===== config.mk =====
export PLATFORM = sky130hd
export DESIGN_NAME = intr_view_csr
export DESIGN_NICKNAME = d
export VERILOG_FILES = /design/src/rtl/ipv_pkg.sv /design/src/rtl/ipv_access_decode.sv /design/src/rtl/ipv_deleg_regs.sv /design/src/rtl/ipv_bit_store.sv /design/src/rtl/ipv_view_map.sv /design/src/rtl/intr_view_csr.sv
export SDC_FILE = /design/constraint.sdc
export NUM_CORES = 1
export LEC_CHECK = 0
export BUFFER_PORTS_ARGS = -buffer_cell sky130_fd_sc_hd__buf_2
export CORE_ASPECT_RATIO = 1.5
export CORE_MARGIN = 1
export CORE_UTILIZATION = 42
export CTS_BUF_LIST = sky130_fd_sc_hd__clkbuf_8
export DETAILED_ROUTE_END_ITERATION = 6
export HOLD_SLACK_MARGIN = 0.03
export PLACE_DENSITY = 0.72
export SYNTH_ARGS = -nofsm -noshare
export SYNTH_HDL_FRONTEND = slang
export SYNTH_SLANG_ARGS = --single-unit

===== constraint.sdc =====
create_clock -name clk -period 8.7 [get_ports clk]
set_clock_uncertainty 0.15 [all_clocks]
set_input_delay 2.61 -clock clk [delete_from_list [all_inputs] [get_ports clk]]
set_output_delay 2.61 -clock clk [all_outputs]
set_load 0.01 [all_outputs]

===== src/rtl/ipv_pkg.sv =====
`timescale 1ns/1ps
package ipv_pkg;
  localparam int unsigned ADDR_W = 12;

  // bit positions of the interrupt causes
  localparam int unsigned B_SSW = 1, B_VSSW = 2, B_MSW = 3;
  localparam int unsigned B_STM = 5, B_VSTM = 6, B_MTM = 7;
  localparam int unsigned B_SEX = 9, B_VSEX = 10, B_MEX = 11;

  function automatic logic [31:0] bits3(input int unsigned a, input int unsigned b,
                                        input int unsigned c);
    return (32'd1 << a) | (32'd1 << b) | (32'd1 << c);
  endfunction

  localparam logic [31:0] SUP_BITS = bits3(B_SSW, B_STM, B_SEX);
  localparam logic [31:0] VS_BITS  = bits3(B_VSSW, B_VSTM, B_VSEX);
  localparam logic [31:0] MAC_BITS = bits3(B_MSW, B_MTM, B_MEX);
  localparam logic [31:0] ALL_BITS = SUP_BITS | VS_BITS | MAC_BITS;
  localparam logic [31:0] HW_BITS  = MAC_BITS | (32'd1 << B_SEX) | (32'd1 << B_VSEX);
  localparam logic [31:0] MPW_BITS = SUP_BITS | (32'd1 << B_VSSW);
  localparam logic [31:0] SSW_BIT  = 32'd1 << B_SSW;
  localparam logic [31:0] VSSW_BIT = 32'd1 << B_VSSW;

  localparam logic [ADDR_W-1:0] A_MPEND = 12'h344, A_MEN = 12'h304, A_MDEL = 12'h303;
  localparam logic [ADDR_W-1:0] A_SPEND = 12'h144, A_SEN = 12'h104;
  localparam logic [ADDR_W-1:0] A_HPEND = 12'h644, A_HEN = 12'h604, A_HVIRT = 12'h645;
  localparam logic [ADDR_W-1:0] A_HDEL  = 12'h603, A_GPEND = 12'h244, A_GEN = 12'h204;

  typedef enum logic [3:0] {
    VW_NONE, VW_MPEND, VW_MEN, VW_MDEL, VW_SPEND, VW_SEN,
    VW_HPEND, VW_HEN, VW_HVIRT, VW_HDEL, VW_GPEND, VW_GEN
  } view_e;

  typedef enum logic [2:0] {TG_NONE, TG_PEND, TG_EN, TG_MDEL, TG_HDEL} tgt_e;

  function automatic view_e addr_to_view(input logic [ADDR_W-1:0] a);
    case (a)
      A_MPEND: return VW_MPEND;
      A_MEN:   return VW_MEN;
      A_MDEL:  return VW_MDEL;
      A_SPEND: return VW_SPEND;
      A_SEN:   return VW_SEN;
      A_HPEND: return VW_HPEND;
      A_HEN:   return VW_HEN;
      A_HVIRT: return VW_HVIRT;
      A_HDEL:  return VW_HDEL;
      A_GPEND: return VW_GPEND;
      A_GEN:   return VW_GEN;
      default: return VW_NONE;
    endcase
  endfunction
endpackage


===== src/rtl/ipv_access_decode.sv =====
`timescale 1ns/1ps
// Privilege check and guest redirection; yields the selected view or none.
module ipv_access_decode
  import ipv_pkg::*;
(
  input  logic [ADDR_W-1:0] addr,
  input  logic [1:0]        priv,
  input  logic              virt,
  output view_e             view
);
  logic              is_m;
  logic              ok;
  logic [ADDR_W-1:0] eff;

  always_comb begin
    is_m = (priv == 2'd3);
    eff  = addr;
    ok   = 1'b0;
    case (addr[9:8])
      2'd3: ok = is_m;
      2'd2: ok = is_m || (priv == 2'd1 && !virt);
      2'd1: begin
        ok = is_m || (priv == 2'd1);
        // a virtualized supervisor lands on the guest register
        if (virt && !is_m) eff = addr ^ 12'h300;
      end
      default: ok = 1'b0;
    endcase
    view = ok ? addr_to_view(eff) : VW_NONE;
  end
endmodule


===== src/rtl/ipv_deleg_regs.sv =====
`timescale 1ns/1ps
// Both delegation registers with their fixed-one and fixed-zero bits.
module ipv_deleg_regs
  import ipv_pkg::*;
#(
  parameter int unsigned DW = 16
) (
  input  logic          clk,
  input  logic          rst,
  input  logic          we_m,
  input  logic          we_h,
  input  logic [DW-1:0] wr_mask,
  input  logic [DW-1:0] wr_data,
  output logic [DW-1:0] mdel_val,
  output logic [DW-1:0] hdel_val
);
  localparam logic [DW-1:0] MD_WR  = DW'(SUP_BITS);
  localparam logic [DW-1:0] MD_ONE = DW'(VS_BITS);
  localparam logic [DW-1:0] HD_WR  = DW'(VS_BITS);

  logic [DW-1:0] md_q, hd_q;
  logic [DW-1:0] md_m, hd_m;

  assign md_m = wr_mask & MD_WR;
  assign hd_m = wr_mask & HD_WR;

  always_ff @(posedge clk) begin
    if (rst) begin
      md_q <= '0;
      hd_q <= '0;
    end else begin
      if (we_m) md_q <= (md_q & ~md_m) | (wr_data & md_m);
      if (we_h) hd_q <= (hd_q & ~hd_m) | (wr_data & hd_m);
    end
  end

  assign mdel_val = (md_q & MD_WR) | MD_ONE;
  assign hdel_val = hd_q & HD_WR;
endmodule


===== src/rtl/ipv_bit_store.sv =====
`timescale 1ns/1ps
// The single physical copy of software pending bits and enable bits.
module ipv_bit_store
  import ipv_pkg::*;
#(
  parameter int unsigned DW = 16
) (
  input  logic          clk,
  input  logic          rst,
  input  logic          we_pend,
  input  logic          we_en,
  input  logic [DW-1:0] wr_mask,
  input  logic [DW-1:0] wr_data,
  output logic [DW-1:0] pend_sw,
  output logic [DW-1:0] en_val
);
  localparam logic [DW-1:0] PD_WR = DW'(SUP_BITS | VS_BITS);
  localparam logic [DW-1:0] EN_WR = DW'(ALL_BITS);

  logic [DW-1:0] pd_q, en_q;
  logic [DW-1:0] pd_m, en_m;

  assign pd_m = wr_mask & PD_WR;
  assign en_m = wr_mask & EN_WR;

  always_ff @(posedge clk) begin
    if (rst) begin
      pd_q <= '0;
      en_q <= '0;
    end else begin
      if (we_pend) pd_q <= (pd_q & ~pd_m) | (wr_data & pd_m);
      if (we_en)   en_q <= (en_q & ~en_m) | (wr_data & en_m);
    end
  end

  assign pend_sw = pd_q & PD_WR;
  assign en_val  = en_q & EN_WR;
endmodule


===== src/rtl/ipv_view_map.sv =====
`timescale 1ns/1ps
// Per-view read masking/shifting and write target, mask and alignment.
module ipv_view_map
  import ipv_pkg::*;
#(
  parameter int unsigned DW = 16
) (
  input  view_e         view,
  input  logic [DW-1:0] wdata,
  input  logic [DW-1:0] pend_val,
  input  logic [DW-1:0] pend_sw,
  input  logic [DW-1:0] en_val,
  input  logic [DW-1:0] mdel_val,
  input  logic [DW-1:0] hdel_val,
  output logic [DW-1:0] rd_val,
  output logic [DW-1:0] wr_mask,
  output logic [DW-1:0] wr_data,
  output tgt_e          wr_tgt
);
  localparam logic [DW-1:0] M_ALL  = DW'(ALL_BITS);
  localparam logic [DW-1:0] M_VS   = DW'(VS_BITS);
  localparam logic [DW-1:0] M_SV   = DW'(SUP_BITS | VS_BITS);
  localparam logic [DW-1:0] M_MPW  = DW'(MPW_BITS);
  localparam logic [DW-1:0] M_SSW  = DW'(SSW_BIT);
  localparam logic [DW-1:0] M_VSSW = DW'(VSSW_BIT);

  always_comb begin
    rd_val  = '0;
    wr_mask = '0;
    wr_data = wdata;
    wr_tgt  = TG_NONE;
    case (view)
      VW_MPEND: begin rd_val = pend_val & M_ALL; wr_tgt = TG_PEND; wr_mask = M_MPW; end
      VW_MEN:   begin rd_val = en_val & M_ALL;   wr_tgt = TG_EN;   wr_mask = M_ALL; end
      VW_MDEL:  begin rd_val = mdel_val;         wr_tgt = TG_MDEL; wr_mask = '1;    end
      VW_HDEL:  begin rd_val = hdel_val;         wr_tgt = TG_HDEL; wr_mask = '1;    end
      VW_SPEND: begin
        rd_val  = pend_val & mdel_val & M_SV;
        wr_tgt  = TG_PEND;
        wr_mask = mdel_val & M_SSW;
      end
      VW_SEN: begin
        rd_val  = en_val & mdel_val & M_SV;
        wr_tgt  = TG_EN;
        wr_mask = mdel_val & M_SV;
      end
      VW_HPEND: begin rd_val = pend_val & M_VS; wr_tgt = TG_PEND; wr_mask = M_VSSW; end
      VW_HEN:   begin rd_val = en_val & M_VS;   wr_tgt = TG_EN;   wr_mask = M_VS;   end
      VW_HVIRT: begin rd_val = pend_sw & M_VS;  wr_tgt = TG_PEND; wr_mask = M_VS;   end
      VW_GPEND: begin
        rd_val  = (pend_val & hdel_val & M_VS) >> 1;
        wr_tgt  = TG_PEND;
        wr_mask = hdel_val & M_VSSW;
        wr_data = wdata << 1;
      end
      VW_GEN: begin
        rd_val  = (en_val & hdel_val & M_VS) >> 1;
        wr_tgt  = TG_EN;
        wr_mask = hdel_val & M_VS;
        wr_data = wdata << 1;
      end
      default: ;
    endcase
  end
endmodule


===== src/rtl/intr_view_csr.sv =====
`timescale 1ns/1ps
// Top: one pending/enable store exposed through delegated CSR windows.
module intr_view_csr
  import ipv_pkg::*;
#(
  parameter int unsigned DW = 16
) (
  input  logic              clk,
  input  logic              rst,
  input  logic              csr_en,
  input  logic              csr_we,
  input  logic [ADDR_W-1:0] csr_addr,
  input  logic [DW-1:0]     csr_wdata,
  input  logic [1:0]        csr_priv,
  input  logic              csr_virt,
  input  logic [DW-1:0]     hw_irq,
  output logic [DW-1:0]     csr_rdata,
  output logic [DW-1:0]     m_irq,
  output logic [DW-1:0]     s_irq,
  output logic [DW-1:0]     vs_irq
);
  localparam logic [DW-1:0] M_HW  = DW'(HW_BITS);
  localparam logic [DW-1:0] M_ALL = DW'(ALL_BITS);
  localparam logic [DW-1:0] M_VS  = DW'(VS_BITS);

  view_e         view_dec, view;
  tgt_e          wr_tgt;
  logic          wr_go;
  logic [DW-1:0] rd_val, wr_mask, wr_data;
  logic [DW-1:0] pend_sw, pend_val, en_val, mdel_val, hdel_val, active;

  ipv_access_decode u_dec (
    .addr (csr_addr),
    .priv (csr_priv),
    .virt (csr_virt),
    .view (view_dec)
  );

  assign view  = csr_en ? view_dec : VW_NONE;
  assign wr_go = csr_en & csr_we;

  ipv_view_map #(.DW(DW)) u_map (
    .view     (view),
    .wdata    (csr_wdata),
    .pend_val (pend_val),
    .pend_sw  (pend_sw),
    .en_val   (en_val),
    .mdel_val (mdel_val),
    .hdel_val (hdel_val),
    .rd_val   (rd_val),
    .wr_mask  (wr_mask),
    .wr_data  (wr_data),
    .wr_tgt   (wr_tgt)
  );

  ipv_bit_store #(.DW(DW)) u_store (
    .clk     (clk),
    .rst     (rst),
    .we_pend (wr_go && wr_tgt == TG_PEND),
    .we_en   (wr_go && wr_tgt == TG_EN),
    .wr_mask (wr_mask),
    .wr_data (wr_data),
    .pend_sw (pend_sw),
    .en_val  (en_val)
  );

  ipv_deleg_regs #(.DW(DW)) u_deleg (
    .clk      (clk),
    .rst      (rst),
    .we_m     (wr_go && wr_tgt == TG_MDEL),
    .we_h     (wr_go && wr_tgt == TG_HDEL),
    .wr_mask  (wr_mask),
    .wr_data  (wr_data),
    .mdel_val (mdel_val),
    .hdel_val (hdel_val)
  );

  assign pend_val = pend_sw | (hw_irq & M_HW);
  assign active   = pend_val & en_val & M_ALL;

  always_ff @(posedge clk) begin
    if (rst) begin
      csr_rdata <= '0;
      m_irq     <= '0;
      s_irq     <= '0;
      vs_irq    <= '0;
    end else begin
      csr_rdata <= rd_val;
      m_irq     <= active & ~mdel_val;
      s_irq     <= active & mdel_val & ~hdel_val;
      vs_irq    <= (active & hdel_val & M_VS) >> 1;
    end
  end
endmodule


==> metrics.yaml, run 1 <==
status: "completed"
synth_warnings: 0
grt_first_pass_wirelength_mm: 11.8
floorplan.initialDensity: 0.433
cts_resized: 0
min_period_ns: 5.80
via_per_inst: 5.55
p_sw_mw: 0.0958
swShare: 0.260
tns_ns: 0
synthCells: 354
num_rows: 38
rrSetupSlack_ns: 7.14
min_path_cells: 2
crit_fanout: 16
max_stage_delay_ns: 0.69
power.share.combinational: 0.112
synthArstFlopShare: 0
syn-cell-area_um2: 3110
cap_violations: 0
io_buffers: 59
ir_drop_uv: 53.4
cts_inserted_buffers: 5
hold_class: "reg -> reg"
cp-start-kind: "input port"
num-fill-cells: 694
synth_seq_area_share: 0.290
first_global_vias: 2467
synth_area_leader_cell: "dfxtp_1"
drt_iter0_drc: 183
ys_seq_elements: 45
stdcell_count: 504
required_ns: 8.73
seq_area_um2: 901
detail_route.wirelength_mm: 7.56
grt_max_degree: 36
met3_usage: 0.0253
synthTopCellsByArea: "dfxtp_1 (29%), buf_4 (10%), nor2_1 (3.9%)"
multiInputGateArea_um2: 1930
pwr-share-clk: 0.331
hpwlAfterDp_mm: 5.78
fp.dieArea_um2: 7760
seqPwrFrac: 0.558
holdWs_ns: 0.306
dr.pass1.iters: 5
ys.flop_type: "dfxtp_1"
synth_top_area_frac: 0.290
drive_gt1_frac: 0.243
syn_to_final_growth_pct: 8.45
synth_edf_count: 0
min_to: "m_irq[7]"
die_w_um: 72.3
tritoncts: "done"
die_h_um: 107
postCtsSetupRepairBufs: 0
cp_cell_sequence: "buf_2, inv_1, ha_1, nand2_1, or4_4, a221oi_4, o211a_1, nor2_2, a221oi_2, nand2_1, mux2_1"
gr-total-overflow: 0
max-slew-margin-rel: 0.490
core_um2: 7180
ctsHoldBuffers: 0
antenna_found_initial: 0
htreeDepth: 2
finalWeightedCongestion: 0.896
grt_use_met2: 0.357
r2r_cells: 4
grt_usage: 0.198
p_per_area_nw_per_um2: 109
nets: 457
use_met1: 0.219
fin_crit_sh: 0.666
yosysUniqueCellTypes: 73
busiest_layer: "met2"
vias: 2796
postSynthAreaPerCell_um2: 8.79
pin_count: 115
cp.arrival_ns: 5.83
final-hold-violation-count: 0
cp_common_cell: "nand2_1"
clk_pin_slew_ns: 0.08
drt-wirelength-per-cell_um: 15.0
setup_viol: 0
cp-end-kind: "register"
worst_skew_pair.late_latency_ns: 0.30
drc_errors: 0
power.internal_mw: 0.273
root_buffer: "clkbuf_8"
leakage_nw: 1.41
n_antenna_cell: 0
final_antenna_net_count: 0
fmax_ghz: 0.172
worstMarginPinSlew_ns: 0.765
slowest_stage: "o211a_1"
postLayoutCellArea_um2: 3370
cts.sinks: 45
numPlacedInstances: 496
post_dp_cell_area_um2: 3290
rsz0062_at_grt: "no"
clk_path_buf_depth: 2
slew_violations: 0
worst-setup-path-type: "in -> reg"
totalPowerFinal_mw: 0.369
logic make-up (layout without fill, tap and decap cells):
group	count (synthesis)	in the layout	synth area share
DFF	45	45	0.290
buffers and inverters	64	75	0.136
muxes	23	23	0.0800
adders and majority gates	3	3	0.0121
other	1	40	0.00121
and+or+nand+nor	123	123	0.232
AOI/OAI and AO/OA	95	95	0.250
layout by cell type (no fill, tap or decap), types with 9 or more instances in the layout:
cell      count
dfxtp_1      45
nand2_1      20
o21ai_0      13
conb_1       40
buf_2        59
a21oi_1       9
a211oi_1     10
mux2i_1      10
nor2_1       32
worst max path at each step:
| stage | from | endpoint | cells past startpoint |
|---|---|---|---|
| after global routing | csr_addr[9] | register | 11 |
| after detailed placement | csr_addr[9] | register | 11 |
| after global placement | csr_addr[9] | register | 11 |
| final | csr_addr[9] | register | 11 |
| after floorplan | csr_addr[9] | register | 11 |
| after CTS | csr_addr[9] | register | 11 |
Yosys cell counts, types with 3 or more instances:
| cell type | instances |
|---|---|
| nor2_1 | 32 |
| nor3b_1 | 7 |
| nand4_1 | 3 |
| and3b_1 | 4 |
| or2_1 | 3 |
| nor2b_1 | 7 |
| o21a_1 | 4 |
| a32oi_1 | 5 |
| dfxtp_1 | 45 |
| clkbuf_1 | 8 |
| o21ai_1 | 3 |
| mux2_1 | 4 |
| and2_1 | 4 |
| a21o_1 | 3 |
| inv_1 | 6 |
| nand2b_1 | 6 |
| a22oi_1 | 4 |
| a31oi_1 | 3 |
| buf_2 | 4 |
| a41oi_1 | 5 |
| nand2_1 | 20 |
| and3_1 | 5 |
| mux2i_1 | 10 |
| o22ai_1 | 5 |
| nor4b_1 | 3 |
| nor3_1 | 7 |
| ha_1 | 3 |
| mux2_2 | 8 |
| buf_4 | 43 |
| a211o_1 | 3 |
| o21ai_0 | 13 |
| a21oi_1 | 9 |
| a211oi_1 | 10 |
| a221oi_2 | 5 |
power groups by stage:
stage          sequential [mW]  clock [mW]  combinational, mW
2_1_floorplan            0.211           0             0.0393
3_3_place_gp             0.211           0             0.0399
3_5_place_dp             0.211           0             0.0408
4_1_cts                  0.206       0.124             0.0410
5_1_grt                  0.206       0.131             0.0460
6_report                 0.206       0.122             0.0413
critical path: cells and delay by family:
kind | cells | cell delay, ns
and+or+nand+nor | 4 | 0.97
AOI/OAI and AO/OA | 3 | 1.52
buffers and inverters | 2 | 0.23
adders and majority gates | 1 | 0.16
muxes | 1 | 0.33
layout make-up:
| type | count | area share |
|---|---|---|
| clock buffers | 5 | 0.0204 |
| clock inverters | 3 | 0.00445 |
| inverters | 7 | 0.00779 |
| multi-input cells | 284 | 0.573 |
| flip-flops and latches | 45 | 0.267 |
| well taps | 100 | 0.0371 |
| repair buffers | 60 | 0.0898 |
routing by layer:
metal | up-vias | wire length, um
met2 | 129 | 3990
met1 | 1313 | 2860
met5 | - | 0
met4 | 0 | 260
met3 | 20 | 449
li1 | 1334 | -
stage by stage:
stage	setup slack (ns)	util
floorplan	3.52	-
global placement	2.66	0.458
detailed placement	2.61	0.458
CTS	2.90	0.470
global route	2.76	0.470
finish	2.90	0.470
Power figures use the tool's default switching activity.
==> run 2, diff against run 1 <==
--- a/config.mk
+++ b/config.mk
@@ -12,7 +12,7 @@
 export CTS_BUF_LIST = sky130_fd_sc_hd__clkbuf_8
 export DETAILED_ROUTE_END_ITERATION = 6
 export HOLD_SLACK_MARGIN = 0.03
-export PLACE_DENSITY = 0.72
+export PLACE_DENSITY = 0.74
 export SYNTH_ARGS = -nofsm -noshare
 export SYNTH_HDL_FRONTEND = slang
 export SYNTH_SLANG_ARGS = --single-unit
==> constraint.sdc (replaced) <==
create_clock -name clk -period 4.93 [get_ports clk]
set_clock_uncertainty 0.15 [all_clocks]
set_input_delay 1.479 -clock clk [delete_from_list [all_inputs] [get_ports clk]]
set_output_delay 1.479 -clock clk [all_outputs]
set_load 0.01 [all_outputs]
==> run 2 against run 1 <==
Against the previous run: hold slack got worse by 0.0029 ns; core utilization rose by 0.73 points; clock power rose by 130%; global-route usage fell by 0.54 points; non-clock buffer count rose by 1; sequential power rose by 76%; routed wire length fell by 4.4%; via count fell by 1.3%; first-iteration DRC count rose by 26%; power rose by 94%; largest power group unchanged; highest routed layer unchanged.
==> metrics.yaml, run 2 (synthesized netlist as in run 1, its figures left out) <==
htreeDepth: 2  # unchanged
post_dp_cell_area_um2: 3310  # was 3290 um^2
drt-wirelength-per-cell_um: 14.3  # was 15.0 um
p_per_area_nw_per_um2: 209  # was 109 nW/um^2
min_period_ns: 4.45
drive_gt1_frac: 0.247  # was 0.243
clk_pin_slew_ns: 0.08  # about the same
via_per_inst: 5.47  # was 5.55
startpoint: "csr_addr[9]"  # unchanged
grt_max_degree: 36  # unchanged
totalPowerFinal_mw: 0.717  # was 0.369 mW
crit_fanout: 9  # was 16
status: "completed"  # unchanged
cts_inserted_buffers: 5  # unchanged
ir_drop_uv: 99.8  # was 53.4 uV
cp.arrival_ns: 4.46  # was 5.83 ns
max-slew-margin-rel: 0.468  # was 0.490
hold_class: "reg -> reg"  # unchanged
nets: 458  # was 457
worst_skew_pair.late_latency_ns: 0.30  # about the same
cts.sinks: 45  # unchanged
postLayoutCellArea_um2: 3430  # was 3370 um^2
worst-setup-path-type: "in -> reg"  # unchanged
dr.pass1.iters: 7  # was 5
grt_usage: 0.192  # was 0.198
fmax_ghz: 0.225
worstMarginPinSlew_ns: 0.798  # was 0.765 ns
layout_common_cells: "buf_2 (59), dfxtp_1 (45), conb_1 (40), nor2_1 (32), nand2_1 (20)"  # unchanged
stdcell_count: 505  # was 504
die_h_um: 107  # unchanged
detail_route.wirelength_mm: 7.23  # was 7.56 mm
drt_iter0_drc: 231  # was 183
final_antenna_net_count: 0  # unchanged
n_antenna_cell: 0  # unchanged
setup_viol: 0  # unchanged
layout_commonest_cell: "buf_2"  # unchanged
pin_count: 115  # unchanged
r2r_cells: 4  # unchanged
cap_violations: 0  # unchanged
cts_resized: 0  # unchanged
floorplan.initialDensity: 0.433  # unchanged
die_w_um: 72.3  # unchanged
final-hold-violation-count: 0  # unchanged
first_global_vias: 2497  # was 2467
num-fill-cells: 699  # was 694
hpwlAfterDp_mm: 5.55  # was 5.78 mm
cp-start-kind: "input port"  # unchanged
rrSetupSlack_ns: 3.32  # was 7.14 ns
finalWeightedCongestion: 0.917  # was 0.896
vias: 2761  # was 2796
antenna_found_initial: 0  # unchanged
num_rows: 38  # unchanged
core_um2: 7180  # unchanged
rsz0062_at_grt: "no"  # unchanged
fp.dieArea_um2: 7760  # unchanged
grt_first_pass_wirelength_mm: 11.6  # was 11.8 mm
drc_errors: 0  # unchanged
slew_violations: 0  # unchanged
tritoncts: "done"  # unchanged
fin_crit_sh: 0.902
ctsHoldBuffers: 0  # unchanged
required_ns: 4.95  # was 8.73 ns
numPlacedInstances: 497  # was 496
root_buffer: "clkbuf_8"  # unchanged
postCtsSetupRepairBufs: 0  # unchanged
cp-end-kind: "register"  # unchanged
io_buffers: 59  # unchanged
final_core_util: 0.477  # was 0.470
clk_path_buf_depth: 2  # unchanged
gr-total-overflow: 0  # unchanged
leakage_nw: 1.44  # was 1.41 nW
tns_ns: 0  # unchanged
syn_to_final_growth_pct: 10.1  # was 8.45%
-- run 2: cell count changes in the layout (fill, tap and decap cells not counted), sizes merged --
cell | before | now
buf | 60 | 61
bufinv | 0 | 1
clkbuf | 5 | 6
clkinvlp | 1 | 0
inv | 9 | 8
-- run 2: through the flow --
| step | hold slack [ns] | setup WS [ns] |
|---|---|---|
| 2_1_floorplan | 0.273 | 0.879 |
| 3_3_place_gp | 0.282 | 0.291 |
| 3_5_place_dp | 0.293 | 0.231 |
| 4_1_cts | 0.305 | 0.534 |
| 5_1_grt | 0.327 | 0.332 |
| 6_report | 0.303 | 0.482 |
-- run 2: area by class of cell --
class                           count  area (um^2)  share of cell area
Timing Repair Buffer               61          323              0.0942
Sequential cell                    45          901               0.263
Multi-Input combinational cell    284         1930               0.565
Clock inverter                      2         33.8             0.00986
Clock buffer                        6         82.6              0.0241
Tap cell                          100          125              0.0365
Inverter                            7         26.3             0.00767
-- run 2: per-layer routing --
| layer | global-route usage | up-vias | wire [um] |
|---|---|---|---|
| met2 | 0.341 | 135 | 3620 |
| met1 | 0.217 | 1276 | 2890 |
| met4 | 0.104 | 0 | 244 |
| met5 | 0 | - | 0 |
| met3 | 0.0262 | 18 | 476 |
| li1 | - | 1332 | - |
-- run 2: worst min path at each step --
stage	end	slack, ns	cells after the start
2_1_floorplan	m_irq[11]	0.27	2
3_5_place_dp	m_irq[7]	0.29	2
6_report	m_irq[3]	0.30	2
3_3_place_gp	m_irq[7]	0.28	2
4_1_cts	m_irq[7]	0.30	2
5_1_grt	m_irq[7]	0.33	2
-- run 2: power by group --
part	internal (mW)	switching, mW	leakage, nW
logic	0.0230	0.0501	1.01
registers	0.363	0.00000000539	0.362
clock network	0.163	0.117	0.0626
-- run 2: critical path, stage by stage --
cell and delay (ns):
buf_2 0.14, inv_1 0.10, ha_1 0.16, nand2_1 0.15
or4_4 0.58, a221oi_4 0.42, o211a_1 0.49, buf_12 0.19
mux2_2 0.37, nor4b_1 0.32, nor3_1 0.08
